File: src/rtl/rstcap_pkg.sv
package rstcap_pkg;

    localparam int NUM_INT   = 2;
    localparam int STATUS_W  = 8;
    localparam int IDX_LOWV  = 0;
    localparam int IDX_WDOG  = 1;

    typedef struct packed {
        logic por;
        logic pin;
        logic wdog;
        logic lowv;
    } src_bundle_t;

    typedef logic [NUM_INT-1:0] flag_vec_t;

    function automatic int flag_bit_pos(input int idx);
        return (idx == IDX_WDOG) ? 4 : 0;
    endfunction

    function automatic logic [STATUS_W-1:0] pack_status(input flag_vec_t f);
        logic [STATUS_W-1:0] s;
        s = '0;
        for (int i = 0; i < NUM_INT; i++) begin
            s[flag_bit_pos(i)] = f[i];
        end
        return s;
    endfunction

    function automatic logic any_source(input src_bundle_t s);
        return s.por | s.pin | s.wdog | s.lowv;
    endfunction

endpackage

File: src/rtl/rstcap_stretch.sv
module rstcap_stretch #(
    parameter int HOLD_CYCLES = 16
) (
    input  logic clk,
    input  logic power_on_clr,
    input  logic src_any,
    output logic sys_rst
);
    localparam int CNT_W = $clog2(HOLD_CYCLES + 1);

    logic [CNT_W-1:0] hold_cnt;

    always_ff @(posedge clk) begin
        if (src_any) begin
            hold_cnt <= CNT_W'(HOLD_CYCLES);
        end else if (hold_cnt != '0) begin
            hold_cnt <= hold_cnt - 1'b1;
        end
    end

    assign sys_rst = src_any | (hold_cnt != '0);

    // reset still asserted one cycle after any source
    p_hold_after_src_r12: assert property (@(posedge clk) disable iff (power_on_clr)
        src_any |=> sys_rst);

    // reset follows the sources once the stretch has run out
    p_release_r12: assert property (@(posedge clk) disable iff (power_on_clr)
        (!src_any && hold_cnt == CNT_W'(1)) |=> (sys_rst == src_any));

endmodule

File: src/rtl/rstcap_flags.sv
module rstcap_flags
    import rstcap_pkg::*;
(
    input  logic      clk,
    input  logic      dom_rst,
    input  flag_vec_t set_req,
    input  logic      rd_clr,
    output flag_vec_t flags
);
    flag_vec_t flag_q;

    for (genvar i = 0; i < NUM_INT; i++) begin : g_flag
        always_ff @(posedge clk) begin
            if (dom_rst) begin
                flag_q[i] <= 1'b0;
            end else if (set_req[i]) begin
                flag_q[i] <= 1'b1;
            end else if (rd_clr) begin
                flag_q[i] <= 1'b0;
            end
        end

        // a set beats a clearing read in the same cycle
        p_set_wins_r9: assert property (@(posedge clk) disable iff (dom_rst)
            set_req[i] |=> flag_q[i]);

        // a clearing read with no set empties the flag
        p_read_clear_r7: assert property (@(posedge clk) disable iff (dom_rst)
            (rd_clr && !set_req[i]) |=> !flag_q[i]);

        // with no set and no read the flag is held
        p_sticky_r13: assert property (@(posedge clk) disable iff (dom_rst)
            (!set_req[i] && !rd_clr) |=> (flag_q[i] == $past(flag_q[i])));
    end

    assign flags = flag_q;

endmodule

File: src/rtl/rstcap_rdport.sv
module rstcap_rdport
    import rstcap_pkg::*;
#(
    parameter int              ADDR_W   = 16,
    parameter logic [ADDR_W-1:0] REG_ADDR = 16'hFFAC
) (
    input  logic                clk,
    input  logic                dom_rst,
    input  logic                bus_rd,
    input  logic [ADDR_W-1:0]   bus_addr,
    input  flag_vec_t           flags,
    output logic [STATUS_W-1:0] bus_rdata,
    output logic                rd_clr
);
    localparam logic [STATUS_W-1:0] USED_MASK = pack_status('1);

    logic hit;

    always_comb begin
        hit       = bus_rd && (bus_addr == REG_ADDR);
        bus_rdata = hit ? pack_status(flags) : '0;
        rd_clr    = hit;
    end

    // bus idle or wrong address gives zero data
    p_idle_zero_r10: assert property (@(posedge clk) disable iff (dom_rst)
        !(bus_rd && bus_addr == REG_ADDR) |-> (bus_rdata == '0));

    // unused bit positions never read as 1
    p_unused_bits_r2: assert property (@(posedge clk) disable iff (dom_rst)
        ((bus_rdata & ~USED_MASK) == '0));

endmodule

File: src/rtl/rstcap_unit.sv
module rstcap_unit
    import rstcap_pkg::*;
#(
    parameter int              ADDR_W      = 16,
    parameter logic [ADDR_W-1:0] REG_ADDR    = 16'hFFAC,
    parameter int              HOLD_CYCLES = 16
) (
    input  logic                clk,
    input  logic                power_on_clr,
    input  logic                pin_rst,
    input  logic                wdog_req,
    input  logic                lowv_req,
    input  logic                bus_rd,
    input  logic [ADDR_W-1:0]   bus_addr,
    output logic [STATUS_W-1:0] bus_rdata,
    output logic                sys_rst
);
    src_bundle_t src;
    flag_vec_t   set_req;
    flag_vec_t   flags;
    logic        dom_rst;
    logic        rd_clr;

    always_comb begin
        src.por  = power_on_clr;
        src.pin  = pin_rst;
        src.wdog = wdog_req;
        src.lowv = lowv_req;
        dom_rst  = src.por | src.pin;
        set_req  = '0;
        set_req[IDX_WDOG] = src.wdog;
        set_req[IDX_LOWV] = src.lowv;
    end

    rstcap_stretch #(.HOLD_CYCLES(HOLD_CYCLES)) u_stretch (
        .clk          (clk),
        .power_on_clr (power_on_clr),
        .src_any      (any_source(src)),
        .sys_rst      (sys_rst)
    );

    rstcap_flags u_flags (
        .clk     (clk),
        .dom_rst (dom_rst),
        .set_req (set_req),
        .rd_clr  (rd_clr),
        .flags   (flags)
    );

    rstcap_rdport #(.ADDR_W(ADDR_W), .REG_ADDR(REG_ADDR)) u_rdport (
        .clk       (clk),
        .dom_rst   (dom_rst),
        .bus_rd    (bus_rd),
        .bus_addr  (bus_addr),
        .flags     (flags),
        .bus_rdata (bus_rdata),
        .rd_clr    (rd_clr)
    );

    // external pin empties both flags
    p_pin_clears_r3: assert property (@(posedge clk) disable iff (power_on_clr)
        pin_rst |=> (flags == '0));

    // power-on-clear empties both flags
    p_por_clears_r4: assert property (@(posedge clk) disable iff (pin_rst)
        power_on_clr |=> (flags == '0));

    // any active source drives the system reset
    p_src_asserts_r11: assert property (@(posedge clk) disable iff (power_on_clr)
        (pin_rst || wdog_req || lowv_req) |-> sys_rst);

    // watchdog request leaves the low-voltage flag alone
    p_wdog_keeps_lowv_r5: assert property (@(posedge clk) disable iff (dom_rst)
        (wdog_req && !lowv_req && !rd_clr) |=> (flags[IDX_LOWV] == $past(flags[IDX_LOWV])));

    // low-voltage request leaves the watchdog flag alone
    p_lowv_keeps_wdog_r6: assert property (@(posedge clk) disable iff (dom_rst)
        (lowv_req && !wdog_req && !rd_clr) |=> (flags[IDX_WDOG] == $past(flags[IDX_WDOG])));

endmodule

File: config.mk
export PLATFORM = sky130hd
export DESIGN_NAME = rstcap_unit
export DESIGN_NICKNAME = d
export VERILOG_FILES = /design/src/rtl/rstcap_pkg.sv /design/src/rtl/rstcap_stretch.sv /design/src/rtl/rstcap_flags.sv /design/src/rtl/rstcap_rdport.sv /design/src/rtl/rstcap_unit.sv
export SDC_FILE = /design/constraint.sdc
export NUM_CORES = 1
export LEC_CHECK = 0
export BUFFER_PORTS_ARGS = -buffer_cell sky130_fd_sc_hd__buf_2
export CAP_MARGIN = 20
export CORE_AREA = 8 8 45 47
export CTS_CLUSTER_DIAMETER = 200
export DETAILED_ROUTE_END_ITERATION = 8
export DIE_AREA = 0 0 53 55
export PLACE_DENSITY = 0.74
export SLEW_MARGIN = 10
export SYNTH_ARGS = -nofsm -noshare
export SYNTH_HDL_FRONTEND = slang
export SYNTH_SLANG_ARGS = --single-unit
File: constraint.sdc
create_clock -name clk -period 2.05 [get_ports clk]
set_input_delay 0.41 -clock clk [delete_from_list [all_inputs] [get_ports clk]]
set_output_delay 0.41 -clock clk [all_outputs]
set_load 0.005 [all_outputs]
# After elaboration in Yosys (flattened, before gate mapping)
# Cells that the tools add are included.
totals:
  ff_bits: 7
  in_bits: 22
  output_inout_bits: 9
  word_cells: 17
classes:
  addsub: 1
  n_eq_ne: 1
  mux: 4
  n_bitwise: 4
  n_reduce_logical: 4
op_table:
  columns: ["operator", "count"]
  rows:
  - ["$eq 16x16->1 const B", 1]
  - ["$mux 5", 1]
  - ["$reduce_bool 5->1", 1]
  - ["$sub 5x1->5 const B", 1]
  - ["$or 1x1->1", 4]
  - ["$reduce_bool 2->1", 2]
  - ["$mux 1", 3]
  - ["$logic_and 1x1->1", 1]

# Longest topological paths before layout
# Gate-level depths: netlist of the first run.
logic_depth:
  word_depth: 4
  mapped_depth: 6

# Modules after synthesis
# From an unflattened synthesis of the first run, not the netlist that was laid out.
unflattened:
  cells_unflattened: 53
  hier_area_um2: 500.5
modules_own_cells:
  columns: ["module", "n_inst", "cells_per_inst", "area_per_inst_um2", "seq_area_each_um2"]
  rows:
  - ["rstcap_stretch", 1, 27, 295.3, 100.1]
  - ["rstcap_rdport", 1, 16, 121.4, 0.0]
  - ["rstcap_flags", 1, 8, 70.1, 40.0]
  - ["rstcap_unit", 1, 2, 13.8, 0.0]

# Least setup slack after synthesis of the first run
# Ideal clock, no wire load.
synth_path:
  path_type: "input port to output port"
  startpoint: "in bus_addr[0]"
  endpoint: "out bus_rdata[0]"
  t_arrival_ns: 1.328
  slack_ns: 0.312
  stages: 3
  path_buffers: 0
  cell_sequence: "nand4bb_1 > or4_1 > nor3_1"
synth_via:
  elab_chain_len: 3
synth_rtl:
  columns: ["element", "line_no", "text"]
  rows:
  - ["start: declaration", "rstcap_unit.sv:14", "input logic [ADDR_W-1:0] bus_addr,"]
  - ["$eq 16x16->1", "rstcap_rdport.sv:20", "hit = bus_rd && (bus_addr == REG_ADDR);"]
  - ["$logic_and 1x1->1", "rstcap_rdport.sv:20", null]
  - ["$mux 5", "rstcap_rdport.sv:21", "bus_rdata = hit ? pack_status(flags) : '0;"]
  - ["end: declaration", "rstcap_unit.sv:15", "output logic [STATUS_W-1:0] bus_rdata,"]
# Every way passes these cells.

# Final worst setup path of the first run
layout_path:
  startpoint: "reg u_stretch.hold_cnt[1]"
  endpoint: "out sys_rst"
layout_via:
  elab_chain_len: 2
layout_rtl:
  columns: ["element", "line_no", "text"]
  rows:
  - ["start: declaration", "rstcap_stretch.sv:11", "logic [CNT_W-1:0] hold_cnt;"]
  - ["start signal: assignment", "rstcap_stretch.sv:15", "hold_cnt <= CNT_W'(HOLD_CYCLES);"]
  - ["start signal: assignment", "rstcap_stretch.sv:17", "hold_cnt <= hold_cnt - 1'b1;"]
  - ["$reduce_bool 5->1", "rstcap_stretch.sv:21", "assign sys_rst = src_any | (hold_cnt != '0);"]
  - ["$or 1x1->1", "rstcap_stretch.sv:21", null]
  - ["end: declaration", "rstcap_unit.sv:16", "output logic sys_rst"]
# Every way passes these cells.

==> metrics, run 1 <==
status=complete, no violations; CP Class=flip-flop to output port; DIE WIDTH=53 um; CP max-delay cell=or4b_4; IO Port Bufs=24; Mapped Cells=between 50 and 60; DR iter-0 viols=0; gr ovfl total=0; DRT met1 WL=431 um; TritonCTS Buffers=3; initial antenna violation count=0; Synth warnings=0; Root Driver=clkbuf_4; clk_lat worst skew=0.26 ns; WL/cell=11.00 um; Synth top area share=0.3146; Layout area overhead=39.33%; RSZ-0062 raised after global routing=false; CTS tree=built; Netlist cell types=22; Initial Util=0.3219; Final Cycle Share=0.9564; largest net degree at the start of global routing=6; WL final=1.100 mm; Total GRT Usage=0.07996; synthesized area=about 450 um2; hold_sp=power_on_clr; Synth area leaders=dfxtp_1 (31%), buf_4 (10%), nor3_1 (6.7%), nor2_1 (5.9%), xnor2_1 (5.9%); first-pass GRT wire length=1.738 mm; Final Non-Filler Cells=100; Final Hold Viols=0; Max Root-Sink Buffers=2; slowest stage delay, CP=0.46 ns; Met2 Wirelength=545 um; drt drc=0; Layout Skew=0.007009 ns; worst vdd ir=0.3283 mV; Final nets=109; Core Region=1384 um2; R2R Path Start=u_stretch.hold_cnt[1]; top routing layer used=met3; fraction of layout instances using a drive strength above 1=0.4524; synthesized flop and latch total=7; worst-path fanout max=3; met3 wire len=122 um; CP arrival=1.55 ns; vias=472; RePlAce Congestion=roughly 0.8; Total Neg Setup Slack=0 ns; row count=14; first drt pass iteration count=1; Die Footprint=2915 um2; Pwr Density=520.4 nW/um2; CTS Sinks=7; setup violators final=0; cell taking the most area after synthesis=dfxtp_1; Setup crit start=u_stretch.hold_cnt[1]; DP HPWL=994 um; WP data required=1.64 ns; Via-to-Cell Ratio=4.720; CP cell instances=inv_1 > ha_2 > or4b_4 > nand2b_4 > buf_2; Reg clk slew, reported paths=~0.060 ns; number of global-route vias before repair=around 500; f_max=510.1 MHz; Mean Syn Cell Area=7.954 um2; H-Tree Depth=1; I/O pin total=31; Seq/Total Area, Yosys=0.3146; fin. max-slew vios=0; Die Y=55 um; Pleak=0.2870 nW; Critical Path Sink Type=output port; post-route ant nets=0; worst min path class=input port to flip-flop; Placed Instances=96; CP startpoint kind=flip-flop; antenna diode count=0; Max-Cap Viols=0; minimum clock period=1.961 ns
==> power by group <==
group,internal (W),switching (W),total (W)
registers,0.000141,0.00000364,0.000145
logic,0.0000290,0.0000230,0.0000520
clock network,0.0000715,0.0000550,0.000126
total,0.000241,0.0000816,0.000323
==> layout by cell type (no fill, tap or decap), types with 2 or more instances in the layout <==
cell type / Yosys / layout
a21oi_1: 2 / 2
buf_2: 1 / 24
buf_4: 6 / 2
clkbuf_4: 0 / 3
conb_1: 1 / 6
dfxtp_1: 7 / 6
inv_1: 4 / 3
nand2_1: 3 / 3
nand4_1: 2 / 2
nor2_1: 7 / 7
nor3_1: 6 / 5
o21ai_0: 2 / 2
xnor2_1: 3 / 3
==> area by class of cell <==
cell class / count / area, um2
fillers: 141 / 763.2
multi-input cells: 43 / 281.5
flip-flops and latches: 7 / 141.4
repair buffers: 26 / 135.1
clock buffers: 3 / 22.52
well taps: 16 / 20.02
inverters: 4 / 15.01
clock inverters: 1 / 5.005
==> routing by layer <==
metal  GRT usage  vias up
met3     0.06684        0
met5           0        -
met1     0.06575      209
met4     0.01293        0
met2      0.1465       26
li1            -      237
==> cells in the mapped netlist <==
| master | instances |
|---|---|
| xnor2_1 | 3 |
| o21ai_0 | 2 |
| nor3b_1 | 1 |
| or4_1 | 1 |
| buf_2 | 1 |
| nand2_1 | 3 |
| nand4_1 | 2 |
| nor2_1 | 7 |
| ha_1 | 2 |
| a21oi_1 | 2 |
| nand4bb_1 | 1 |
| or4b_1 | 1 |
| dfxtp_1 | 7 |
| nand2b_1 | 2 |
| nor4_1 | 1 |
| a211oi_2 | 1 |
| nor3_1 | 6 |
| nand3b_1 | 1 |
| mux2i_1 | 1 |
| inv_1 | 4 |
| conb_1 | 1 |
| buf_4 | 6 |
==> final timing paths <==
| check | end | slack, ns | cells after the start |
|---|---|---|---|
| hold reg to reg | u_stretch.hold_cnt[4] | 0.51 | 2 |
| setup / recovery | sys_rst | 0.09 | 5 |
| setup reg to reg | u_stretch.hold_cnt[0] | 0.55 | 6 |
| hold / removal | u_flags.flags[0] | 0.45 | 4 |
==> stage by stage <==
| stage | utilization | total power, W | setup WS (ns) | instance area (um2) | hold slack [ns] |
|---|---|---|---|---|---|
| after floorplan | - | 0.0001791 | 0.3120 | 464.2 | 0.4563 |
| after global placement | 0.4114 | 0.0001948 | 0.06286 | 569.3 | 0.4768 |
| after detailed placement | 0.4114 | 0.0001973 | 0.04675 | 569.3 | 0.4856 |
| after CTS | 0.4313 | 0.0003268 | 0.03565 | 596.8 | 0.4412 |
| after global routing | 0.4485 | 0.0003474 | 0.008567 | 620.6 | 0.4617 |
| final | 0.4485 | 0.0003229 | 0.08941 | 620.6 | 0.4501 |
==> timing repair <==
action,CTS,global route
hold buffers,0,0
setup buffers,0,0
hold endpoints to repair,0,0
setup endpoints to repair,0,2
resized for setup,0,7
==> flip-flops by register name, indices dropped and copies added (netlist names) <==
| name | count |
|---|---|
| u_flags.flags | 2 |
| u_stretch.hold_cnt | 5 |
==> critical path, delay by kind of cell (launching register included) <==
family,cells,cell delay (ns)
buf+inv,2,0.20
fa+ha+maj,1,0.18
flops,1,0.32
simple gates,2,0.61
==> logic make-up (layout without fill, tap and decap cells) <==
logic type               count (synthesis)  in the layout  share of synthesized area
other                                    1              6                   0.008419
flip-flops                               7              7                     0.3146
XOR/XNOR                                 3              3                    0.05900
AO/OA/AOI/OAI                            5              5                    0.07303
buffers and inverters                   11             34                     0.1460
adder cells (fa/ha/maj)                  2              2                    0.05617
AND/OR/NAND/NOR                         26             26                     0.3203
multiplexers                             1              1                    0.02247
(Power assumes the default switching activity.)
==> run 2: changes to the inputs <==
- CORE_AREA: 8 8 45 47 -> 5 5 42 44
- DIE_AREA: 0 0 53 55 -> 0 0 47 49
==> run 2 against run 1 <==
Total power rose by 1.2%. Register-to-register slack improved by 0.02 ns. Flip-flop and latch count did not move. Clock power rose by 5%. Count of clock-buffer cells in the layout rose by 1. Final cell count did not move. Hold slack improved by 0.0032 ns. Worst setup slack got worse by 0.0033 ns. Sequential power barely moved. Utilization fell by 1.7 points. Global-route usage rose by 2.1 points. Combinational power fell by 4%. Largest power group unchanged.
==> metrics, run 2 (synthesis gave the netlist of run 1 again) <==
R2R Path Start=u_stretch.hold_cnt[0] (was u_stretch.hold_cnt[1]); WP data required=1.64 ns (about the same); CTS Hold Bufs=0 (unchanged); Pwr Density=540.6 nW/um2 (was 520.4 nW/um2); DR iter-0 viols=2 (was 0); gr ovfl total=0 (unchanged); WL/cell=10.19 um (was 11.00 um); worst min path class=input port to flip-flop (unchanged); Initial Util=0.3179 (was 0.3219); Layout area overhead=35.67% (was 39.33%); worst-path fanout max=3 (unchanged); max FFs per register=5 (unchanged); number of global-route vias before repair=466 (was 502); status=complete, no violations (unchanged); worst vdd ir=0.2796 mV (was 0.3283 mV); TritonCTS Buffers=3 (unchanged); clk_lat worst skew=0.26 ns (about the same); post-route ant nets=0 (unchanged); Max Root-Sink Buffers=2 (unchanged); Final nets=109 (unchanged); Pleak=0.2734 nW (was 0.2870 nW); DIE WIDTH=47 um (was 53 um); first drt pass iteration count=3 (was 1); Via-to-Cell Ratio=4.580 (was 4.720); fin. max-slew vios=0 (unchanged); RSZ-0062 raised after global routing=false (unchanged); Final Non-Filler Cells=100 (unchanged); Hold Crit Depth=4 (unchanged); minimum clock period=1.964 ns (was 1.961 ns); Multi-input gate area=267.8 um2 (was 281.5 um2); largest net degree at the start of global routing=5 (was 6); IO Port Bufs=24 (unchanged); RePlAce Congestion=0.6778 (was 0.7964); row count=14 (unchanged); RR Endpoint=u_stretch.hold_cnt[0] (unchanged); Final Hold Viols=0 (unchanged); hold worst-path end=u_flags.flags[1] (was u_flags.flags[0]); r2r setup slk=0.57 ns (was 0.55 ns); vias=458 (was 472); Total GRT Usage=0.1013 (was 0.07996); Max-Cap Viols=0 (unchanged); first-pass GRT wire length=1.718 mm (was 1.738 mm); most frequent cells in the layout=buf_2 (24), nor2_1 (7), dfxtp_1 (7) (was buf_2 (24), nor2_1 (7), conb_1 (6), dfxtp_1 (6), nor3_1 (5)); reg2reg path depth=6 (unchanged); antenna diode count=0 (unchanged); Final Cycle Share=0.9580 (was 0.9564); setup violators final=0 (unchanged); Root Driver=clkbuf_4 (unchanged); most flop-heavy register=u_stretch.hold_cnt (unchanged); fraction of layout instances using a drive strength above 1=0.3810 (was 0.4524); fill count=150 (was 141); drt drc=0 (unchanged); CTS Sinks=7 (unchanged); Die Footprint=2303 um2 (was 2915 um2); Core Region=1401 um2 (was 1384 um2); I/O pin total=31 (unchanged); CTS tree=built (unchanged); Critical Path Sink Type=output port (unchanged); commonest non-fill, non-tap cell in the layout=buf_2 (unchanged); Total Neg Setup Slack=0 ns (unchanged); DP HPWL=881.1 um (was 994 um); initial antenna violation count=0 (unchanged); CP arrival=1.55 ns (about the same); Seq. cell area=140.1 um2 (was 141.4 um2); CP startpoint kind=flip-flop (unchanged); Reg clk slew, reported paths=0.06 ns (about the same); hold_sp=power_on_clr (unchanged); Die Y=49 um (was 55 um); Setup crit start=u_stretch.hold_cnt[0] (was u_stretch.hold_cnt[1]); WL final=1.019 mm (was 1.100 mm); Placed Instances=96 (unchanged); CP Class=flip-flop to output port (unchanged); H-Tree Depth=1 (unchanged); Layout Skew=0.0005158 ns (was 0.007009 ns); f_max=509.2 MHz (was 510.1 MHz)
[run 2: final cells by class]
| class | count | share of cell area |
|---|---|---|
| inverter | 4 | 0.02484 |
| clock buffer | 4 | 0.04348 |
| tap | 16 | 0.03313 |
| timing repair buffer | 26 | 0.2236 |
| sequential | 7 | 0.2319 |
| multi-input combinational | 43 | 0.4431 |
[run 2: timing repair]
item                       CTS  global route
setup endpoints to repair    0             1
setup buffers                0             0
gates resized for setup      0             2
[run 2: worst max path at each step]
stage / to / slack, ns / cells after the start
after detailed placement: bus_rdata[4] / 0.09 / 5
after floorplan: bus_rdata[0] / 0.31 / 3
after global routing: bus_rdata[0] / 0.02 / 5
after global placement: bus_rdata[4] / 0.10 / 5
after CTS: sys_rst / 0.07 / 5
final: sys_rst / 0.09 / 5
[run 2: through the flow]
stage | power (W) | utilization | hold WS, ns | cell area, um2 | setup WS, ns
4_1_cts | 0.0003309 | 0.4250 | 0.4566 | 595.6 | 0.07290
3_3_place_gp | 0.0001949 | 0.4063 | 0.4753 | 569.3 | 0.1048
5_1_grt | 0.0003481 | 0.4313 | 0.4992 | 604.3 | 0.02042
6_report | 0.0003267 | 0.4313 | 0.4533 | 604.3 | 0.08607
2_1_floorplan | 0.0001791 | - | 0.4563 | 464.2 | 0.3120
3_5_place_dp | 0.0001967 | 0.4063 | 0.4932 | 569.3 | 0.08617
[run 2: layer usage]
| layer | up-vias | GRT usage | part of all wire |
|---|---|---|---|
| met5 | - | 0 | 0 |
| met4 | 0 | 0.02765 | 0 |
| met3 | 0 | 0.05904 | 0.13 |
| met2 | 27 | 0.1584 | 0.47 |
| met1 | 196 | 0.1140 | 0.40 |
| li1 | 235 | - | - |
[run 2: report_power, final]
group	internal, W	leakage, nW	switching, W
registers	0.000141	0.0571	0.00000337
clock network	0.0000747	0.0150	0.0000578
logic	0.0000278	0.201	0.0000223
total	0.000243	0.273	0.0000834
[run 2: worst max-delay path: stages (launching register included)]
cell      delay [ns]
dfxtp_1         0.33
inv_1           0.09
ha_1            0.16
or4b_1          0.44
nand2b_1        0.15
buf_2           0.12
==> run 3: changes to the inputs <==
- clock period: 2.05 -> 1.88 ns (I/O delays scaled with it)
==> run 3 against run 2 <==
The flow now finishes with violations (negative setup slack). Utilization up 6.8 points. Register-to-register slack worse by 0.13 ns. Total power up 9.8%. Global-route usage up 0.72 points. Flip-flop and latch count unchanged. Hold slack worse by 0.019 ns. Design area up 16%. Worst setup slack worse by 0.089 ns. Clock power about the same. Combinational power up 35%. Sequential power up 9.7%.
==> metrics, run 3 (synthesis gave the netlist of run 1 again) <==
status=finished, violations left (was complete, no violations); violated checks=negative setup slack; TritonCTS Buffers=3 (unchanged); first-pass GRT wire length=1.787 mm (was 1.718 mm); DP HPWL=864.1 um (was 881.1 um); commonest non-fill, non-tap cell in the layout=buf_2 (unchanged); Layout area overhead=57.02% (was 35.67%); clk_lat worst skew=0.25 ns (was 0.26 ns); vias=481 (was 458); r2r setup slk=0.44 ns (was 0.57 ns); worst min path class=input port to flip-flop (unchanged); f_max=531.1 MHz; reg2reg path depth=6 (unchanged); pre-CTS setup slack=-0.007798 ns (was 0.08617 ns); Root Driver=clkbuf_4 (unchanged); largest net degree at the start of global routing=5 (unchanged); Design Power=0.0003588 W (was 0.0003267 W); Total GRT Usage=0.1085 (was 0.1013); Die Y=49 um (unchanged); CP startpoint kind=input port (was flip-flop); Total Neg Setup Slack=-0.002898 ns (was 0 ns); antenna diode count=0 (unchanged); setup violators final=1 (was 0); drt drc=0 (unchanged); CP arrival=1.51 ns (was 1.55 ns); CTS tree=built (unchanged); minimum clock period=1.883 ns; fraction of layout instances using a drive strength above 1=0.5111 (was 0.3810); post-layout util=0.4991 (was 0.4313); Final Cycle Share=1.002; first drt pass iteration count=2 (was 3); Setup crit start=bus_addr[1] (was u_stretch.hold_cnt[0]); row count=14 (unchanged); CP max-delay cell=or4_4 (was or4b_1); Core Region=1401 um2 (unchanged); WL/cell=11.47 um (was 10.19 um); WL final=1.216 mm (was 1.019 mm); Reg clk slew, reported paths=0.05 ns (was 0.06 ns); Final Hold Viols=0 (unchanged); RSZ-0062 raised after global routing=true (was false); Layout Skew=0.004755 ns (was 0.0005158 ns); Final nets=115 (was 109); Critical Path Sink Type=output port (unchanged); RR Endpoint=u_stretch.hold_cnt[0] (unchanged); Initial Util=0.3179 (unchanged); most frequent cells in the layout=buf_2 (21), buf_4 (8), nor2_1 (7) (was buf_2 (24), nor2_1 (7), dfxtp_1 (7)); CP Class=input port to output port (was flip-flop to output port); DIE WIDTH=47 um (unchanged); crit path to=bus_rdata[4] (was sys_rst); initial antenna violation count=0 (unchanged); I/O pin total=31 (unchanged); RePlAce Congestion=0.6923 (was 0.6778); IO Port Bufs=24 (unchanged); Pleak=0.3229 nW (was 0.2734 nW); worst-path fanout max=2 (was 3); Via-to-Cell Ratio=4.538 (was 4.580); slowest stage delay, CP=0.52 ns (was 0.44 ns); WP data required=1.50 ns (was 1.64 ns); gr ovfl total=0 (unchanged); number of global-route vias before repair=469 (was 466); H-Tree Depth=1 (unchanged); most flop-heavy register=u_stretch.hold_cnt (unchanged); DR iter-0 viols=2 (unchanged); post-route ant nets=0 (unchanged); Max Root-Sink Buffers=2 (unchanged); Die Footprint=2303 um2 (unchanged); CTS Sinks=7 (unchanged); CP cell instances=buf_6 > nand4bb_1 > or4_4 > nor3_2 > buf_2 (was inv_1 > ha_1 > or4b_1 > nand2b_1 > buf_2); Seq. cell area=142.6 um2 (was 140.1 um2); max FFs per register=5 (unchanged); Pwr Density=513.0 nW/um2 (was 540.6 nW/um2); final worst slack=-0.002898 ns (was 0.08607 ns); R2R Path Start=u_stretch.hold_cnt[0] (unchanged); Multi-input gate area=296.5 um2 (was 267.8 um2); worst vdd ir=0.4395 mV (was 0.2796 mV); fin. max-slew vios=0 (unchanged); fill count=142 (was 150); Max-Cap Viols=0 (unchanged)
==> run 3: cell type report <==
cell class,instances,area share
repair buffers,32,0.2844
inverters,4,0.02147
well taps,16,0.02862
clock buffers,4,0.03757
flip-flops and latches,7,0.2039
multi-input cells,43,0.4240
==> run 3: power by group <==
part | switching (W) | internal (W) | total, W | leakage, nW
Clock | 0.0000528 | 0.0000808 | 0.000134 | 0.0150
Combinational | 0.0000283 | 0.0000393 | 0.0000676 | 0.250
Sequential | 0.00000364 | 0.000154 | 0.000158 | 0.0581
Total | 0.0000847 | 0.000274 | 0.000359 | 0.323
==> run 3: worst min-delay path by stage <==
stage,from,cells past startpoint,to,slack [ns]
2_1_floorplan,u_stretch.hold_cnt[4],2,u_stretch.hold_cnt[4],0.46
3_3_place_gp,u_stretch.hold_cnt[4],2,u_stretch.hold_cnt[4],0.48
3_5_place_dp,u_stretch.hold_cnt[4],2,u_stretch.hold_cnt[4],0.48
4_1_cts,power_on_clr,4,u_flags.flags[0],0.42
5_1_grt,power_on_clr,4,u_stretch.hold_cnt[1],0.45
6_report,power_on_clr,4,u_flags.flags[0],0.43
==> run 3: layer usage <==
layer | wire [um] | vias up | GRT usage | share of wire
li1 | - | 249 | - | -
met2 | 686 | 26 | 0.1946 | 0.56
met3 | 133 | 0 | 0.05166 | 0.11
met4 | 0 | 0 | 0.02765 | 0
met1 | 396 | 206 | 0.1057 | 0.33
met5 | 0 | - | 0 | 0
==> run 3: critical path, delay by kind of cell <==
| family | cells | cell delay, ns |
|---|---|---|
| AND/OR/NAND/NOR | 3 | 0.90 |
| buffers and inverters | 2 | 0.22 |
==> run 3: metrics by stage <==
stage,instances,hold WS (ns),cell area (um2)
finish,106,0.4344,699.4
global route,106,0.4492,699.4
CTS,104,0.4209,644.4
detailed placement,97,0.4805,576.8
global placement,97,0.4757,576.8
floorplan,61,0.4563,464.2
==> run 3: what timing repair did <==
action                     in CTS  in global routing
setup buffers                   3                  2
hold buffers                    0                  0
setup endpoints to repair       3                  3
pin swaps                       1                  5
gates resized for setup         7                  7
